$ cat src/rtl/clkdiv_pkg.sv
`timescale 1ns/1ps
package clkdiv_pkg;

  // Number of high cycles of the registered pulse taken from the counter.
  function automatic int pulse_high(input int n);
    return n / 2;
  endfunction

  // Imbalance between low and high cycles of that pulse.
  function automatic int pulse_gap(input int n);
    return (n - pulse_high(n)) - pulse_high(n);
  endfunction

  // Whole-cycle delay flops needed: integer part of half the gap.
  function automatic int full_delay_count(input int n);
    return pulse_gap(n) / 2;
  endfunction

  // Half-cycle delay flop needed when half the gap leaves a half.
  function automatic int half_delay_count(input int n);
    return pulse_gap(n) % 2;
  endfunction

endpackage

$ cat src/rtl/clkdiv_modn_counter.sv
`timescale 1ns/1ps
module clkdiv_modn_counter #(
  parameter int N  = 7,
  parameter int CW = $clog2(N)
) (
  input  logic          clk,
  input  logic          rst,
  output logic [CW-1:0] cnt
);
  localparam logic [CW-1:0] LAST = CW'(N - 1);

  always_ff @(posedge clk) begin
    if (rst)              cnt <= '0;
    else if (cnt == LAST) cnt <= '0;
    else                  cnt <= cnt + 1'b1;
  end

  AST_CNT_STEP: assert property (@(posedge clk) disable iff (rst)
    (!$past(rst) && $past(cnt) != LAST) |-> (cnt == $past(cnt) + 1'b1));
  AST_CNT_WRAP: assert property (@(posedge clk) disable iff (rst)
    (!$past(rst) && $past(cnt) == LAST) |-> (cnt == '0));
endmodule

$ cat src/rtl/clkdiv_tap.sv
`timescale 1ns/1ps
module clkdiv_tap #(
  parameter int N  = 7,
  parameter int CW = $clog2(N)
) (
  input  logic          clk,
  input  logic          rst,
  input  logic [CW-1:0] cnt,
  output logic          tap
);
  import clkdiv_pkg::*;

  // Threshold leaves pulse_high(N) counter states at or above it.
  localparam int THRESH = N - pulse_high(N);
  localparam logic [CW-1:0] THR   = CW'(THRESH);
  localparam logic [CW-1:0] ROSEV = CW'((THRESH + 1) % N);

  always_ff @(posedge clk) begin
    if (rst) tap <= 1'b0;
    else     tap <= (cnt >= THR);
  end

  // The pulse starts only when the counter has just left the threshold value.
  AST_TAP_ROSE: assert property (@(posedge clk) disable iff (rst)
    $rose(tap) |-> (cnt == ROSEV));
endmodule

$ cat src/rtl/clkdiv_widen.sv
`timescale 1ns/1ps
module clkdiv_widen #(
  parameter int FULL_STAGES = 0,
  parameter int HALF_STAGE  = 1
) (
  input  logic clk,
  input  logic rst,
  input  logic tap_in,
  output logic clk_out
);
  logic [FULL_STAGES:0] stage;
  logic                 half_q;

  assign stage[0] = tap_in;

  // One rising-edge flop per whole cycle of imbalance.
  for (genvar i = 0; i < FULL_STAGES; i++) begin : g_full
    always_ff @(posedge clk) begin
      if (rst) stage[i+1] <= 1'b0;
      else     stage[i+1] <= stage[i];
    end
  end

  // One falling-edge flop for a leftover half cycle.
  if (HALF_STAGE != 0) begin : g_half
    always_ff @(negedge clk) begin
      if (rst) half_q <= 1'b0;
      else     half_q <= stage[FULL_STAGES];
    end

    // The half-cycle copy seen at a rising edge equals the last chain stage.
    AST_HALF_ALIGN: assert property (@(posedge clk) disable iff (rst)
      half_q == stage[FULL_STAGES]);
  end else begin : g_nohalf
    assign half_q = 1'b0;
  end

  assign clk_out = (|stage) | half_q;
endmodule

$ cat src/rtl/clkdiv_half_duty.sv
`timescale 1ns/1ps
module clkdiv_half_duty #(
  parameter int N = 7
) (
  input  logic clk,
  input  logic rst,
  output logic clk_out
);
  import clkdiv_pkg::*;

  localparam int CW    = (N > 1) ? $clog2(N) : 1;
  localparam int NFULL = full_delay_count(N);
  localparam int NHALF = half_delay_count(N);

  if (N < 2) begin : g_bad_ratio
    $error("clkdiv_half_duty: division ratio must be at least 2");
  end

  logic [CW-1:0] cnt;
  logic          tap;

  clkdiv_modn_counter #(.N(N), .CW(CW)) u_cnt (
    .clk (clk),
    .rst (rst),
    .cnt (cnt)
  );

  clkdiv_tap #(.N(N), .CW(CW)) u_tap (
    .clk (clk),
    .rst (rst),
    .cnt (cnt),
    .tap (tap)
  );

  clkdiv_widen #(.FULL_STAGES(NFULL), .HALF_STAGE(NHALF)) u_widen (
    .clk     (clk),
    .rst     (rst),
    .tap_in  (tap),
    .clk_out (clk_out)
  );

  AST_RST_LOW: assert property (@(posedge clk)
    (rst && $past(rst)) |-> !clk_out);
endmodule

$ cat config.mk
export PLATFORM = sky130hd
export DESIGN_NAME = clkdiv_half_duty
export DESIGN_NICKNAME = d
export VERILOG_FILES = /design/src/rtl/clkdiv_pkg.sv /design/src/rtl/clkdiv_modn_counter.sv /design/src/rtl/clkdiv_tap.sv /design/src/rtl/clkdiv_widen.sv /design/src/rtl/clkdiv_half_duty.sv
export SDC_FILE = /design/constraint.sdc
export NUM_CORES = 1
export LEC_CHECK = 0
export ABC_AREA = 0
export BUFFER_PORTS_ARGS = -buffer_cell sky130_fd_sc_hd__buf_4
export CORE_AREA = 3 3 40 42
export CTS_CLUSTER_SIZE = 20
export DETAILED_ROUTE_END_ITERATION = 12
export DIE_AREA = 0 0 43 45
export GPL_TIMING_DRIVEN = 1
export SETUP_SLACK_MARGIN = 0.2
export SLEW_MARGIN = 20
export SYNTH_ARGS = -nofsm -noshare
export SYNTH_HDL_FRONTEND = slang
export SYNTH_HIERARCHICAL = 1
export SYNTH_SLANG_ARGS = --single-unit
$ cat constraint.sdc
create_clock -name clk -period 3.3 [get_ports clk]
set_input_delay 0 -clock clk [delete_from_list [all_inputs] [get_ports clk]]
set_output_delay 0 -clock clk [all_outputs]
set_load 0.01 [all_outputs]
== Word level (Yosys, flattened, before mapping) ==
Cells that the tools add are included.
Widths: inputs -> output; s select.
Word-level totals
  output and inout bits: 1
  register bits: 5
  logic and storage cells: 8
Operators by class
  $lt $le $gt $ge: 1
  bitwise operators: 1
  reduce and logical (&&, ||, !) cells: 1
  add/sub/neg operators: 1
  equality and inequality tests: 1
Operator list (count)
  $add 3x1->3 const B: 1
  $eq 3x3->1 const B: 1
  $ge 3x3->1 const B: 1
  $reduce_or 2->1: 1
  $or 1x1->1: 1

== Logic depth before layout (Yosys ltp) ==
Gate-level depths: netlist (run 1).
  word-level depth: 2
  depth in mapped cells: 4
  gate-level depth less buffers: 4

== Hierarchy ==
The synthesis (run 1) kept the hierarchy.
By module, submodules not included
  clkdiv_modn_counter: area an instance 123.9 um^2, instances 1, cells each 12, seq. area each 60.1 um^2
  clkdiv_widen: area an instance 36.3 um^2, instances 1, cells each 4, seq. area each 20.0 um^2
  clkdiv_tap: area an instance 33.8 um^2, instances 1, cells each 2, seq. area each 20.0 um^2

==> impl_metrics.env, run 1 <==
export IMPL_grt_pass1_wl_um=517
export IMPL_yosysWarnings=6
export IMPL_mostFrequentLayoutCells="dfxtp_1, clkbuf_4, inv_1"
export IMPL_hp_start="u_cnt/cnt[0]"
export IMPL_syn2layout_area_growth_pct=36.1
export IMPL_avgRoutedWirePerCell_um=6.00
export IMPL_grt_max_degree=5
export IMPL_die_h_um=45
export IMPL_firstDrtPassIters=2
export IMPL_io_buffers=2
export IMPL_slew_viol_final=0
export IMPL_avgSynthCellArea_um2=10.8
export IMPL_antenna_found_initial=0
export IMPL_rrSetupSlack_ns=1.18
export IMPL_whs_endpoint="u_cnt/cnt[0]"
export IMPL_routed_via_density=3.40
export IMPL_syn_area_um2=194
export IMPL_cts_hold_buffers=1
export IMPL_rows=13
export IMPL_postRouteAntennaNets=0
export IMPL_worstSetupStartpointType="flip-flop"
export IMPL_vias=136
export IMPL_power_per_cell_area_nw_per_um2=559
export IMPL_reg2reg_from="u_tap/tap"
export IMPL_worst_slew_pin_slew_ns=0.106
export IMPL_final_cells=40
export IMPL_timing_slew_headroom_pct=93.0
export IMPL_hp_class="flip-flop to flip-flop"
export IMPL_cts_buffer_depth=2
export IMPL_wl_um=240
export IMPL_status="completed"
export IMPL_synthDistinctLibCells=11
export IMPL_drc=0
export IMPL_synth_cells=18
export IMPL_io_pin_count=3
export IMPL_clock_sinks=5
export IMPL_die_x_um=43
export IMPL_maxCapViolCount=0
export IMPL_fin_skew_ns=0.0534
export IMPL_power_mw=0.148
export IMPL_grt_overflow=0
export IMPL_cp_max_fo=1
export IMPL_rsz0062_at_grt="no"
export IMPL_cts_root_buf="clkbuf_4"
export IMPL_track_usage_pct=4.33
export IMPL_hold_depth=1
export IMPL_cp_data_required_time_ns=3.30
export IMPL_cts_htree_levels=1
export IMPL_ys_seq_area_share_pct=51.6
export IMPL_routabilityCongestion=0.603
export IMPL_cts_resized=0
export IMPL_ys_ff_latch=5
export IMPL_setup_viol=0
export IMPL_holdWs_ns=0.442
export IMPL_final_hold_viol_count=0
export IMPL_stdcell_area_um2=264
export IMPL_layout_nets=30
export IMPL_die_area_um2=1940
export IMPL_clk_latency_ns=0.29
export IMPL_post_route_util_pct=20.5
export IMPL_ff2ff_path_depth=1
export IMPL_vdd_drop_max_mv=0.136
export IMPL_p_leak_nw=0.126
export IMPL_worstPathArrival_ns=2.55
export IMPL_cts_setup_buffers=0
export IMPL_start_util_pct=15.1
export IMPL_core_area_um2=1280
export IMPL_path_clk_slew_ns=0.04
export IMPL_rr_endpoint="u_widen/half_q"
export IMPL_crit_type="flip-flop to output port"
export IMPL_cp_end_kind="output port"
export IMPL_cts_tree="yes"
export IMPL_num_antenna_cells=0
export IMPL_fillCellCount=142
export IMPL_drt_iter0_markers=1
export IMPL_grt_pass1_vias=136
export IMPL_cts_buffers=3
export IMPL_dpl_cell_count=35
export IMPL_tns_ns=0
export IMPL_syn_num_nets=22
export IMPL_layout_setup_ws_ns=0.746
export IMPL_placed_cell_area_um2=228
export IMPL_place_worst_setup_slack_ns=1.04
export IMPL_drive_above_1_share_pct=24.0
export IMPL_final_common_cell="dfxtp_1"
## layer usage
layer / wire length, um / part of all wire, % / vias up / track usage [%]
met3: 37 / 15 / 0 / 5.98
met2: 93 / 39 / 5 / 5.39
met5: 0 / 0 / - / 0
met1: 109 / 45 / 59 / 3.14
met4: 0 / 0 / 0 / 3.61
li1: - / - / 72 / -
## flip-flops by register name, indices dropped and copies added, names as in the netlist
name	cells
u_cnt/cnt	3
u_tap/tap	1
u_widen/half_q	1
## worst max-delay path: stages, from the launching register on
cell and delay (ns):
dfxtp_1 0.28, or2_1 0.19, buf_4 0.14
## worst max path at each step
| stage | startpoint | end | slack (ns) | depth (start not counted) |
|---|---|---|---|---|
| 5_1_grt | u_widen/half_q | clk_out | 0.71 | 2 |
| 3_5_place_dp | u_widen/half_q | clk_out | 1.04 | 2 |
| 4_1_cts | u_widen/half_q | clk_out | 0.73 | 2 |
| 2_1_floorplan | u_widen/half_q | clk_out | 1.15 | 1 |
| 3_3_place_gp | u_widen/half_q | clk_out | 1.05 | 2 |
| 6_report | u_widen/half_q | clk_out | 0.75 | 2 |
## Yosys cell counts
cell type | n | share of area [%]
nand2b_1 | 1 | 3.2
dfxtp_1 | 5 | 52
a21o_1 | 1 | 3.9
or3b_1 | 1 | 4.5
a21oi_1 | 1 | 2.6
ha_1 | 2 | 13
inv_1 | 2 | 3.9
nor2_1 | 2 | 3.9
nor2b_1 | 1 | 3.2
or2_1 | 1 | 3.2
nor2b_4 | 1 | 7.1
## power by group
| part | internal (mW) | switching [mW] | total (mW) |
|---|---|---|---|
| Sequential | 0.0645 | 0.00223 | 0.0668 |
| Combinational | 0.00653 | 0.00450 | 0.0110 |
| Clock | 0.0441 | 0.0257 | 0.0698 |
| Total | 0.115 | 0.0324 | 0.148 |
## area by class of cell
| class | count | area [um2] | share of cell area (%) |
|---|---|---|---|
| clock buffer | 3 | 22.5 | 8.53 |
| clock inverter | 2 | 7.51 | 2.84 |
| inverter | 1 | 3.75 | 1.42 |
| multi-input combinational | 11 | 86.3 | 32.7 |
| sequential | 5 | 100 | 37.9 |
| tap | 15 | 18.8 | 7.11 |
| timing repair buffer | 3 | 25.0 | 9.48 |
## cells by family after synthesis
group	after synthesis	share of synthesized area, %
buffers and inverters	2	3.87
flip-flops	5	51.6
AO/OA/AOI/OAI	2	6.45
adder cells (fa/ha/maj)	2	12.9
AND/OR/NAND/NOR	7	25.2
No activity file was read; power rests on OpenSTA's default activity.
==> run 2, diff against run 1 <==
Settings changed: ABC_AREA 0 to 1.
Clock period 3.3 ns to 2.7 ns, I/O delays scaled along.
==> run 2 against run 1 <==
Synthesized cell count up 44%. First-iteration DRC count down 100%. Core utilization up 0.78 points. Largest cell class unchanged. Critical endpoint unchanged. Die area unchanged. Critical path type unchanged.
==> impl_metrics.env, run 2 <==
export IMPL_wl_um=285
export IMPL_hp_start="u_cnt/cnt[0]"
export IMPL_cp_end_kind="output port"
export IMPL_top_register="u_cnt/cnt"
export IMPL_synthTopCellsByArea="dfxtp_1, inv_1, ha_1"
export IMPL_clk_latency_ns=0.30
export IMPL_final_common_cell="inv_1"
export IMPL_die_area_um2=1940
export IMPL_hp_class="flip-flop to flip-flop"
export IMPL_yosysMostFrequentCell="inv_1"
export IMPL_grt_pass1_wl_um=476
export IMPL_rsz0062_at_grt="no"
export IMPL_track_usage_pct=4.16
export IMPL_io_buffers=2
export IMPL_setup_viol=0
export IMPL_vias=150
export IMPL_cts_buffer_depth=2
export IMPL_vdd_drop_max_mv=0.236
export IMPL_status="completed"
export IMPL_syn_area_um2=204
export IMPL_mostFrequentLayoutCells="inv_1, nand2_1, dfxtp_1, clkbuf_4, nor2_2"
export IMPL_maxCapViolCount=0
export IMPL_worst_slew_pin_slew_ns=0.142
export IMPL_holdWs_ns=0.444
export IMPL_rows=13
export IMPL_avgRoutedWirePerCell_um=5.94
export IMPL_cts_hold_buffers=1
export IMPL_layout_setup_ws_ns=0.550
export IMPL_fin_skew_ns=0.0533
export IMPL_ys_seq_area_share_pct=49.1
export IMPL_cts_resized=0
export IMPL_synth_edf_count=0
export IMPL_slew_viol_final=0
export IMPL_cp_max_fo=1
export IMPL_synth_cells=26
export IMPL_core_area_um2=1280
export IMPL_cts_buffers=3
export IMPL_synth_top_cell_area_share_pct=49.1
export IMPL_antenna_found_initial=0
export IMPL_cp_data_required_time_ns=2.70
export IMPL_grt_max_degree=5
export IMPL_tns_ns=0
export IMPL_largest_reg_flops=3
export IMPL_crit_type="flip-flop to output port"
export IMPL_final_cells=48
export IMPL_power_per_cell_area_nw_per_um2=671
export IMPL_io_pin_count=3
export IMPL_die_x_um=43
export IMPL_num_antenna_cells=0
export IMPL_stdcell_area_um2=274
export IMPL_worstPathArrival_ns=2.15
export IMPL_synthDistinctLibCells=6
export IMPL_startpoint="u_widen/half_q"
export IMPL_layout_nets=38
export IMPL_drc=0
export IMPL_place_worst_setup_slack_ns=0.854
export IMPL_drive_above_1_share_pct=24.2
export IMPL_cts_htree_levels=1
export IMPL_cts_root_buf="clkbuf_4"
export IMPL_synth_main_ff_cell="dfxtp_1"
export IMPL_start_util_pct=15.9
export IMPL_routabilityCongestion=0.675
export IMPL_placed_cell_area_um2=238
export IMPL_final_hold_viol_count=0
export IMPL_async_flop_share_pct=0
export IMPL_timing_slew_headroom_pct=90.5
export IMPL_syn_num_nets=30
export IMPL_path_clk_slew_ns=0.04
export IMPL_reg2reg_from="u_tap/tap"
export IMPL_yosysWarnings=6
export IMPL_drt_iter0_markers=0
export IMPL_clock_sinks=5
export IMPL_syn2layout_area_growth_pct=34.4
export IMPL_die_h_um=45
export IMPL_dp_hpwl_um=205
export IMPL_synth_area_leader_cell="dfxtp_1"
export IMPL_post_route_util_pct=21.3
export IMPL_grt_overflow=0
export IMPL_power_mw=0.184
export IMPL_cts_tree="yes"
export IMPL_p_leak_nw=0.139
export IMPL_worstSetupStartpointType="flip-flop"
export IMPL_firstDrtPassIters=1
export IMPL_postRouteAntennaNets=0
export IMPL_synthTopCellsByCount="inv_1, nand2_1, dfxtp_1, nor2_2"
export IMPL_grt_pass1_vias=124
export IMPL_routed_via_density=3.13
export IMPL_dpl_cell_count=43
export IMPL_top_regs="u_cnt/cnt (3), u_tap/tap (1), u_widen/half_q (1)"
export IMPL_ys_ff_latch=5
export IMPL_cts_setup_buffers=0
export IMPL_avgSynthCellArea_um2=7.84
-- run 2: path summary, 6_finish.rpt --
path / endpoint / slack (ns) / depth (start not counted)
worst max register to register: u_widen/half_q / 0.90 / 2
worst max-delay path: clk_out / 0.55 / 3
worst min register to register: u_cnt/cnt[0] / 0.44 / 1
worst min-delay path: u_cnt/cnt[0] / 0.44 / 1
-- run 2: cell type report --
| type | instances | area, um2 |
|---|---|---|
| tap | 15 | 18.8 |
| fill | 146 | 1010 |
| timing repair buffer | 3 | 25.0 |
| multi-input combinational | 13 | 73.8 |
| clock buffer | 3 | 22.5 |
| sequential | 5 | 100 |
| inverter | 7 | 26.3 |
| clock inverter | 2 | 7.51 |
-- run 2: logic make-up (layout without fill, tap and decap cells) --
family | count (synthesis) | count (layout) | share of synthesized area, %
flops | 5 | 5 | 49.1
buf+inv | 8 | 15 | 14.7
fa+ha+maj | 2 | 2 | 12.3
simple gates | 11 | 11 | 23.9
-- run 2: routing by layer --
layer	global-route usage [%]	share of wire, %
met4	1.81	0
met1	3.61	46
met2	4.19	38
met3	7.17	16
met5	0	0
-- run 2: critical path: stages (launching register included) --
cell and delay [ns]:
dfxtp_1 0.29, inv_1 0.04, nand2_1 0.04, buf_4 0.13
-- run 2: where the power goes --
part	switching, mW	internal (mW)	total [mW]
registers	0.00287	0.0789	0.0818
logic	0.00771	0.00699	0.0147
clock network	0.0335	0.0540	0.0875
total	0.0440	0.140	0.184
